File: src/rtl/flash_seq_pkg.sv
package flash_seq_pkg;

   typedef enum logic [3:0] {
      OPK_NONE         = 4'd0,
      OPK_PROGRAM      = 4'd1,
      OPK_CHIP_ERASE   = 4'd2,
      OPK_SECTOR_ERASE = 4'd3,
      OPK_SUSPEND      = 4'd4,
      OPK_RESUME       = 4'd5,
      OPK_AUTOSEL      = 4'd6,
      OPK_CFI          = 4'd7,
      OPK_RESET        = 4'd8,
      OPK_CFG_WRITE    = 4'd9
   } op_kind_t;

   typedef enum logic [2:0] {
      ENG_IDLE,
      ENG_RUN_PGM,
      ENG_RUN_CE,
      ENG_RUN_SE,
      ENG_SUSP
   } eng_t;

   typedef enum logic [3:0] {
      S_IDLE, S_UL1, S_UL2, S_PGM_DATA,
      S_ER_UL0, S_ER_UL1, S_ER_CMD, S_CFG_DATA,
      S_BYP_PGM, S_BYP_ER, S_BYP_EXIT
   } seq_t;

   localparam logic [7:0] B_KEY1     = 8'hAA;
   localparam logic [7:0] B_KEY2     = 8'h55;
   localparam logic [7:0] B_PROGRAM  = 8'hA0;
   localparam logic [7:0] B_ERASE    = 8'h80;
   localparam logic [7:0] B_CHIP     = 8'h10;
   localparam logic [7:0] B_SECTOR   = 8'h30;
   localparam logic [7:0] B_RESUME   = 8'h30;
   localparam logic [7:0] B_SUSPEND  = 8'hB0;
   localparam logic [7:0] B_RESET    = 8'hF0;
   localparam logic [7:0] B_BYPASS   = 8'h20;
   localparam logic [7:0] B_AUTOSEL  = 8'h90;
   localparam logic [7:0] B_BYP_OUT  = 8'h00;
   localparam logic [7:0] B_CFI      = 8'h98;
   localparam logic [7:0] B_CFG      = 8'hD0;

   function automatic int cmp_width(input bit half_word);
      return half_word ? 12 : 11;
   endfunction

endpackage

File: src/rtl/fsc_cycle_match.sv
module fsc_cycle_match
   import flash_seq_pkg::*;
#(
   parameter bit HALF_WORD = 1'b0,
   localparam int CW = cmp_width(HALF_WORD)
)(
   input  logic [CW-1:0] addr_lo,
   input  logic [7:0]    data_lo,
   output logic          hit_key1,
   output logic          hit_key2,
   output logic          at_cmd,
   output logic          at_cfi
);

   logic [CW-1:0] a_key1, a_key2, a_cfi;

   generate
      if (HALF_WORD) begin : g_half
         assign a_key1 = CW'(12'hAAA);
         assign a_key2 = CW'(12'h555);
         assign a_cfi  = CW'(12'h0AA);
      end else begin : g_word
         assign a_key1 = CW'(11'h555);
         assign a_key2 = CW'(11'h2AA);
         assign a_cfi  = CW'(11'h055);
      end
   endgenerate

   assign at_cmd   = (addr_lo == a_key1);
   assign at_cfi   = (addr_lo == a_cfi);
   assign hit_key1 = at_cmd && (data_lo == B_KEY1);
   assign hit_key2 = (addr_lo == a_key2) && (data_lo == B_KEY2);

endmodule

File: src/rtl/fsc_op_tracker.sv
module fsc_op_tracker
   import flash_seq_pkg::*;
(
   input  logic     clk,
   input  logic     rst_n,
   input  logic     busy,
   input  logic     fire,
   input  op_kind_t kind,
   output eng_t     eng_state
);

   logic busy_q;
   logic busy_fell;

   assign busy_fell = busy_q && !busy;

   always_ff @(posedge clk) begin
      if (!rst_n) begin
         busy_q    <= 1'b0;
         eng_state <= ENG_IDLE;
      end else begin
         busy_q <= busy;
         unique case (eng_state)
            ENG_IDLE: begin
               if (fire && kind == OPK_PROGRAM)           eng_state <= ENG_RUN_PGM;
               else if (fire && kind == OPK_CHIP_ERASE)   eng_state <= ENG_RUN_CE;
               else if (fire && kind == OPK_SECTOR_ERASE) eng_state <= ENG_RUN_SE;
            end
            ENG_RUN_PGM, ENG_RUN_CE: begin
               if (busy_fell) eng_state <= ENG_IDLE;
            end
            ENG_RUN_SE: begin
               if (fire && kind == OPK_SUSPEND) eng_state <= ENG_SUSP;
               else if (busy_fell)              eng_state <= ENG_IDLE;
            end
            ENG_SUSP: begin
               if (fire && kind == OPK_RESUME) eng_state <= ENG_RUN_SE;
            end
            default: eng_state <= ENG_IDLE;
         endcase
      end
   end

endmodule

File: src/rtl/fsc_seq_fsm.sv
module fsc_seq_fsm
   import flash_seq_pkg::*;
#(
   parameter int ADDR_W = 19,
   parameter int DATA_W = 32
)(
   input  logic              clk,
   input  logic              rst_n,
   input  logic              wr_en,
   input  logic [ADDR_W-1:0] wr_addr,
   input  logic [DATA_W-1:0] wr_data,
   input  logic              busy,
   input  eng_t              eng_state,
   input  logic              hit_key1,
   input  logic              hit_key2,
   input  logic              at_cmd,
   input  logic              at_cfi,
   output logic              fire_d,
   output op_kind_t          kind_d,
   output logic              op_valid,
   output op_kind_t          op_kind,
   output logic [ADDR_W-1:0] op_addr,
   output logic [DATA_W-1:0] op_data,
   output logic              bypass_mode,
   output logic              autosel_mode,
   output logic              cfi_mode
);

   seq_t       state, state_d;
   logic       byp_d, asel_d, cfi_d;
   logic [7:0] cb;
   logic       data_cycle;
   logic       start_ok;

   assign cb         = wr_data[7:0];
   assign data_cycle = (state == S_PGM_DATA) || (state == S_CFG_DATA) || (state == S_BYP_PGM);
   assign start_ok   = !busy && (eng_state == ENG_IDLE);

   always_comb begin
      state_d = state;
      fire_d  = 1'b0;
      kind_d  = OPK_NONE;
      byp_d   = bypass_mode;
      asel_d  = autosel_mode;
      cfi_d   = cfi_mode;
      if (wr_en) begin
         if (cb == B_RESET && !data_cycle) begin
            fire_d  = 1'b1;
            kind_d  = OPK_RESET;
            state_d = S_IDLE;
            asel_d  = 1'b0;
            cfi_d   = 1'b0;
         end else begin
            state_d = S_IDLE;
            unique case (state)
               S_IDLE: begin
                  if (cb == B_SUSPEND && eng_state == ENG_RUN_SE) begin
                     fire_d = 1'b1;
                     kind_d = OPK_SUSPEND;
                  end else if (cb == B_RESUME && eng_state == ENG_SUSP) begin
                     fire_d = 1'b1;
                     kind_d = OPK_RESUME;
                  end else if (bypass_mode) begin
                     if (cb == B_PROGRAM)      state_d = S_BYP_PGM;
                     else if (cb == B_ERASE)   state_d = S_BYP_ER;
                     else if (cb == B_AUTOSEL) state_d = S_BYP_EXIT;
                     else if (cb == B_CFI) begin
                        fire_d = 1'b1;
                        kind_d = OPK_CFI;
                        cfi_d  = 1'b1;
                     end
                  end else if (hit_key1) begin
                     state_d = S_UL1;
                  end else if (cb == B_CFI && at_cfi) begin
                     fire_d = 1'b1;
                     kind_d = OPK_CFI;
                     cfi_d  = 1'b1;
                  end
               end
               S_UL1: if (hit_key2) state_d = S_UL2;
               S_UL2: begin
                  if (at_cmd) begin
                     if (cb == B_PROGRAM)    state_d = S_PGM_DATA;
                     else if (cb == B_ERASE) state_d = S_ER_UL0;
                     else if (cb == B_BYPASS) byp_d  = 1'b1;
                     else if (cb == B_AUTOSEL) begin
                        fire_d = 1'b1;
                        kind_d = OPK_AUTOSEL;
                        asel_d = 1'b1;
                     end else if (cb == B_CFG && start_ok) state_d = S_CFG_DATA;
                  end
               end
               S_PGM_DATA, S_BYP_PGM: begin
                  if (start_ok) begin
                     fire_d = 1'b1;
                     kind_d = OPK_PROGRAM;
                  end
               end
               S_ER_UL0: if (hit_key1) state_d = S_ER_UL1;
               S_ER_UL1: if (hit_key2) state_d = S_ER_CMD;
               S_ER_CMD: begin
                  if (start_ok && cb == B_CHIP && at_cmd) begin
                     fire_d = 1'b1;
                     kind_d = OPK_CHIP_ERASE;
                  end else if (start_ok && cb == B_SECTOR) begin
                     fire_d = 1'b1;
                     kind_d = OPK_SECTOR_ERASE;
                  end
               end
               S_CFG_DATA: begin
                  if (start_ok) begin
                     fire_d = 1'b1;
                     kind_d = OPK_CFG_WRITE;
                  end
               end
               S_BYP_ER: begin
                  if (start_ok && cb == B_CHIP) begin
                     fire_d = 1'b1;
                     kind_d = OPK_CHIP_ERASE;
                  end
               end
               S_BYP_EXIT: if (cb == B_BYP_OUT) byp_d = 1'b0;
               default: state_d = S_IDLE;
            endcase
         end
      end
   end

   always_ff @(posedge clk) begin
      if (!rst_n) begin
         state        <= S_IDLE;
         op_valid     <= 1'b0;
         op_kind      <= OPK_NONE;
         op_addr      <= '0;
         op_data      <= '0;
         bypass_mode  <= 1'b0;
         autosel_mode <= 1'b0;
         cfi_mode     <= 1'b0;
      end else begin
         state        <= state_d;
         op_valid     <= fire_d;
         op_kind      <= kind_d;
         bypass_mode  <= byp_d;
         autosel_mode <= asel_d;
         cfi_mode     <= cfi_d;
         if (fire_d) begin
            op_addr <= wr_addr;
            op_data <= wr_data;
         end
      end
   end

endmodule

File: src/rtl/flash_cmd_seq.sv
module flash_cmd_seq
   import flash_seq_pkg::*;
#(
   parameter int ADDR_W    = 19,
   parameter int DATA_W    = 32,
   parameter bit HALF_WORD = 1'b0,
   localparam int CW = cmp_width(HALF_WORD)
)(
   input  logic              clk,
   input  logic              rst_n,
   input  logic              wr_en,
   input  logic [ADDR_W-1:0] wr_addr,
   input  logic [DATA_W-1:0] wr_data,
   input  logic              busy,
   output logic              op_valid,
   output logic [3:0]        op_kind,
   output logic [ADDR_W-1:0] op_addr,
   output logic [DATA_W-1:0] op_data,
   output logic              bypass_mode,
   output logic              autosel_mode,
   output logic              cfi_mode
);

   generate
      if (ADDR_W < CW) begin : g_bad_addr
         $error("ADDR_W must cover the compared address bits");
      end
      if (DATA_W < 8) begin : g_bad_data
         $error("DATA_W must hold a command byte");
      end
   endgenerate

   logic     hit_key1, hit_key2, at_cmd, at_cfi;
   logic     fire_d;
   op_kind_t kind_d, kind_q;
   eng_t     eng_state;

   fsc_cycle_match #(.HALF_WORD(HALF_WORD)) u_match (
      .addr_lo (wr_addr[CW-1:0]),
      .data_lo (wr_data[7:0]),
      .hit_key1(hit_key1),
      .hit_key2(hit_key2),
      .at_cmd  (at_cmd),
      .at_cfi  (at_cfi)
   );

   fsc_op_tracker u_track (
      .clk      (clk),
      .rst_n    (rst_n),
      .busy     (busy),
      .fire     (fire_d),
      .kind     (kind_d),
      .eng_state(eng_state)
   );

   fsc_seq_fsm #(.ADDR_W(ADDR_W), .DATA_W(DATA_W)) u_fsm (
      .clk         (clk),
      .rst_n       (rst_n),
      .wr_en       (wr_en),
      .wr_addr     (wr_addr),
      .wr_data     (wr_data),
      .busy        (busy),
      .eng_state   (eng_state),
      .hit_key1    (hit_key1),
      .hit_key2    (hit_key2),
      .at_cmd      (at_cmd),
      .at_cfi      (at_cfi),
      .fire_d      (fire_d),
      .kind_d      (kind_d),
      .op_valid    (op_valid),
      .op_kind     (kind_q),
      .op_addr     (op_addr),
      .op_data     (op_data),
      .bypass_mode (bypass_mode),
      .autosel_mode(autosel_mode),
      .cfi_mode    (cfi_mode)
   );

   assign op_kind = kind_q;

endmodule

File: config.mk
export PLATFORM = sky130hd
export DESIGN_NAME = flash_cmd_seq
export DESIGN_NICKNAME = d
export VERILOG_FILES = /design/src/rtl/flash_seq_pkg.sv /design/src/rtl/fsc_cycle_match.sv /design/src/rtl/fsc_op_tracker.sv /design/src/rtl/fsc_seq_fsm.sv /design/src/rtl/flash_cmd_seq.sv
export SDC_FILE = /design/constraint.sdc
export NUM_CORES = 1
export LEC_CHECK = 0
export BUFFER_PORTS_ARGS = -buffer_cell sky130_fd_sc_hd__buf_2
export CORE_MARGIN = 2
export CORE_UTILIZATION = 51
export CTS_CLUSTER_SIZE = 20
export DETAILED_ROUTE_END_ITERATION = 16
export GPL_ROUTABILITY_DRIVEN = 0
export PLACE_DENSITY = 0.77
export SYNTH_ARGS = -nofsm -noshare
export SYNTH_HDL_FRONTEND = slang
export SYNTH_HIERARCHICAL = 1
export SYNTH_SLANG_ARGS = --single-unit
File: constraint.sdc
create_clock -name clk -period 4.33 [get_ports clk]
set_input_delay 0.6495 -clock clk [delete_from_list [all_inputs] [get_ports clk]]
set_output_delay 0.6495 -clock clk [all_outputs]
set_load 0.01 [all_outputs]
==> metrics <==
synth warn 6; FF-to-FF End u_track/eng_state[1]$_SDFFE_PN0P_; later-pin clock latency in the skew report around 350 ps; Starting Density 0.5241; Yosys reg bits between 60 and 70; critical path capture point u_fsm/op_data[9]$_SDFFE_PN0P_; Die Area around 0.0077 mm2; area fraction of the dominant cell type after synthesis 0.3767; core area 0.006794 mm2; die width 87.56 um; CTS Buf Count 9; Yosys cell types 57; dominant synthesized flop cell dfxtp_1; Pleak approximately 0.0017 uW; Sw Ratio 0.2203; Resized cells post-CTS 0; H-Tree Depth 3; Mapped Avg Cell Area 8.880 um2; filler instances 608; final-stage net count around 560; worst clock skew 7.776 ps; Cell Chain, Critical Path buf_2 > nor4b_2 > nand2_1 > nor3_1 > nor2_1 > nor4b_1 > o2111a_1 > o41a_2 > buf_4 > mux2i_1; router iterations before antenna repair 5; Row Count 30; input/output buffers 113; Setup WS post-layout 1153 ps; vias per cell 5.415; total gr overflow 0; fin crit share 0.7338; EDFF count, synth 0; maximum number of pins on one net before global-route repair 117; antenna cell count 0; Clock Power Share 0.476; layout cells sized above 1 0.2945; Max Fclk 314.7 MHz; reg2reg path depth 8; synthesized area 0.003561 mm2; leading area contributor after synthesis dfxtp_1; critical path arrival between 3000 and 4000 ps; FF-to-FF Start u_fsm/state[0]$_SDFFE_PN0P_; clock root buffer clkbuf_8; crit path from wr_addr[1]; Area contributors post-synth dfxtp_1 (38%), mux2i_1 (15%), nand2_1 (12%); Post-Syn Instances 401; hold_ws 453.4 ps; Iter 0 DRT Violations 339; Max Cap Viol 0; hold crit path type reg -> reg; Psw 296.7 uW; FF+latch area 0.001341 mm2; Critical-path top delay cell buf_4; ys async rst share 0; Slew headroom 0.3139; max incr delay on CP 640 ps; TritonCTS clock tree done; Finished Core Util 0.6319; reg-to-reg slack, setup approximately 1400 ps; Final Critical Period 3177 ps; cts hold-fix bufs 0; Critical Path Fanout Max 46; Setup CP Type in -> reg; DRC viols 0; VDD IR max 0.0001775 V; Comb pwr share 0.065; outcome finished, final reports clean; Internal Power roughly 1000 uW; CP required 4600 ps; boundary pin count around 110; syn nets ~460; Die Y just under 90 um; Pwr Density 313.7 mW/mm2; WL/cell 14.08 um; Final setup viols 0; Post-CTS Setup Inserts 0; CTS clk-pin slew, worst paths ~80 ps; Post-DRT Antenna Nets 0; area occupied by multi-input gates just under 0.002 mm2; Final Hold Vio Count 0; Detailed Place HPWL 5974 um; Via Count 3,260; Reg power frac 0.458; maximum clock path buffer count 2; initial antenna violation count 0; Post-Place Setup Slack 788.3 ps; number of global-route vias before repair 3,060; synthesis-to-layout area growth 20.56%; max-slew violations 0; gr usage total 0.2305; Setup TNS 0 ps; first-pass GRT wire length ~14,000 um; register area share after synthesis 0.3767; Worst-Margin Slew just over 1000 ps; clock sink count 67; CP Launch Type primary input; RSZ-0062 raised after global routing false; routed wire length 8477 um; Critical Path End Type flip-flop
[through the flow]
step / power, uW / instances / area [um2]
after floorplan: 677.5 / 401 / 3561
after global placement: 716.7 / 586 / 4044
after detailed placement: 718.8 / 586 / 4044
after CTS: 1359 / 602 / 4293
after global routing: 1396 / 602 / 4293
final: 1347 / 602 / 4293
[synth_stat cells, drive strengths merged, types with 2 or more instances]
| cell type | n |
|---|---|
| a211oi | 2 |
| o21a | 3 |
| dfxtp | 67 |
| nor2 | 14 |
| nand3 | 9 |
| a32oi | 3 |
| or3 | 2 |
| nand3b | 2 |
| and3 | 2 |
| nand2b | 2 |
| and2 | 7 |
| nor4bb | 4 |
| nor4 | 7 |
| inv | 8 |
| a31oi | 2 |
| o21ai | 8 |
| mux2i | 53 |
| nand4 | 7 |
| clkbuf | 14 |
| nor3 | 2 |
| buf | 11 |
| nor4b | 10 |
| nor2b | 10 |
| nand2 | 116 |
| a21oi | 8 |
| o2111a | 2 |
| a21boi | 4 |
| nor3b | 3 |
[state kept, by name, summed over array words and instances (netlist names)]
| register | flops |
|---|---|
| u_fsm/op_data | 32 |
| u_fsm/op_addr | 19 |
| u_fsm/op_kind | 4 |
| u_fsm/state | 4 |
| u_track/eng_state | 3 |
| u_fsm/autosel_mode | 1 |
| u_fsm/bypass_mode | 1 |
| u_fsm/cfi_mode | 1 |
| u_fsm/op_valid | 1 |
| u_track/busy_q | 1 |
[power by group through the flow]
stage | combinational (uW) | sequential [uW] | clock (uW)
6_report | 87.9 | 617 | 641
5_1_grt | 98.3 | 617 | 681
4_1_cts | 87.5 | 617 | 654
3_5_place_dp | 87.2 | 632 | 0
3_3_place_gp | 85.1 | 632 | 0
2_1_floorplan | 45.7 | 632 | 0
[layout by cell type, fill, tap and decap left out, types with 4 or more instances in the layout]
cell      instances
o21ai_0           7
clkbuf_8         10
nand3_1           8
dfxtp_1          67
nand4_1           7
nand2_1         116
a21boi_0          4
inv_1             8
nor2b_1          10
nor4bb_1          4
a21oi_1           7
buf_2           112
and2_1            7
nor4b_1           5
nor4b_4           4
mux2i_1          53
nor2_1           14
[cells by family after synthesis]
kind of cell | count (synthesis) | share of synthesized area
AOI/OAI and AO/OA | 45 | 0.09628
and+or+nand+nor | 203 | 0.3096
buffers and inverters | 33 | 0.06852
DFF | 67 | 0.3767
muxes | 53 | 0.1490
[area by class of cell]
class | count | area share
tap | 96 | 0.02798
multi-input combinational | 301 | 0.4605
timing repair buffer | 114 | 0.1341
clock inverter | 6 | 0.02594
inverter | 8 | 0.006995
clock buffer | 10 | 0.03206
sequential | 67 | 0.3124
[critical path: cells and delay by family]
| family | cells | cell delay [ps] |
|---|---|---|
| mux | 1 | 270 |
| buf+inv | 2 | 760 |
| compound gates | 2 | 540 |
| simple gates | 5 | 1190 |
[how the worst min path moves through the flow]
| stage | from | end | slack (ps) | cells past startpoint |
|---|---|---|---|---|
| 2_1_floorplan | u_fsm/op_addr[0]$_SDFFE_PN0P_ | u_fsm/op_addr[0]$_SDFFE_PN0P_ | 480 | 2 |
| 5_1_grt | u_fsm/op_addr[3]$_SDFFE_PN0P_ | u_fsm/op_addr[3]$_SDFFE_PN0P_ | 470 | 2 |
| 3_5_place_dp | u_fsm/op_data[13]$_SDFFE_PN0P_ | u_fsm/op_data[13]$_SDFFE_PN0P_ | 440 | 2 |
| 4_1_cts | u_fsm/op_addr[14]$_SDFFE_PN0P_ | u_fsm/op_addr[14]$_SDFFE_PN0P_ | 460 | 2 |
| 3_3_place_gp | u_fsm/op_data[24]$_SDFFE_PN0P_ | u_fsm/op_data[24]$_SDFFE_PN0P_ | 440 | 2 |
| 6_report | u_fsm/op_addr[14]$_SDFFE_PN0P_ | u_fsm/op_addr[14]$_SDFFE_PN0P_ | 450 | 2 |
[routing by layer]
layer | wire, um | vias to the layer above | track usage
met5 | 0 | - | 0
met4 | 106 | 0 | 0.08112
met3 | 784 | 11 | 0.07634
met2 | 4004 | 153 | 0.3850
met1 | 3582 | 1489 | 0.2780
li1 | - | 1607 | -
Power figures use the tool's default switching activity.
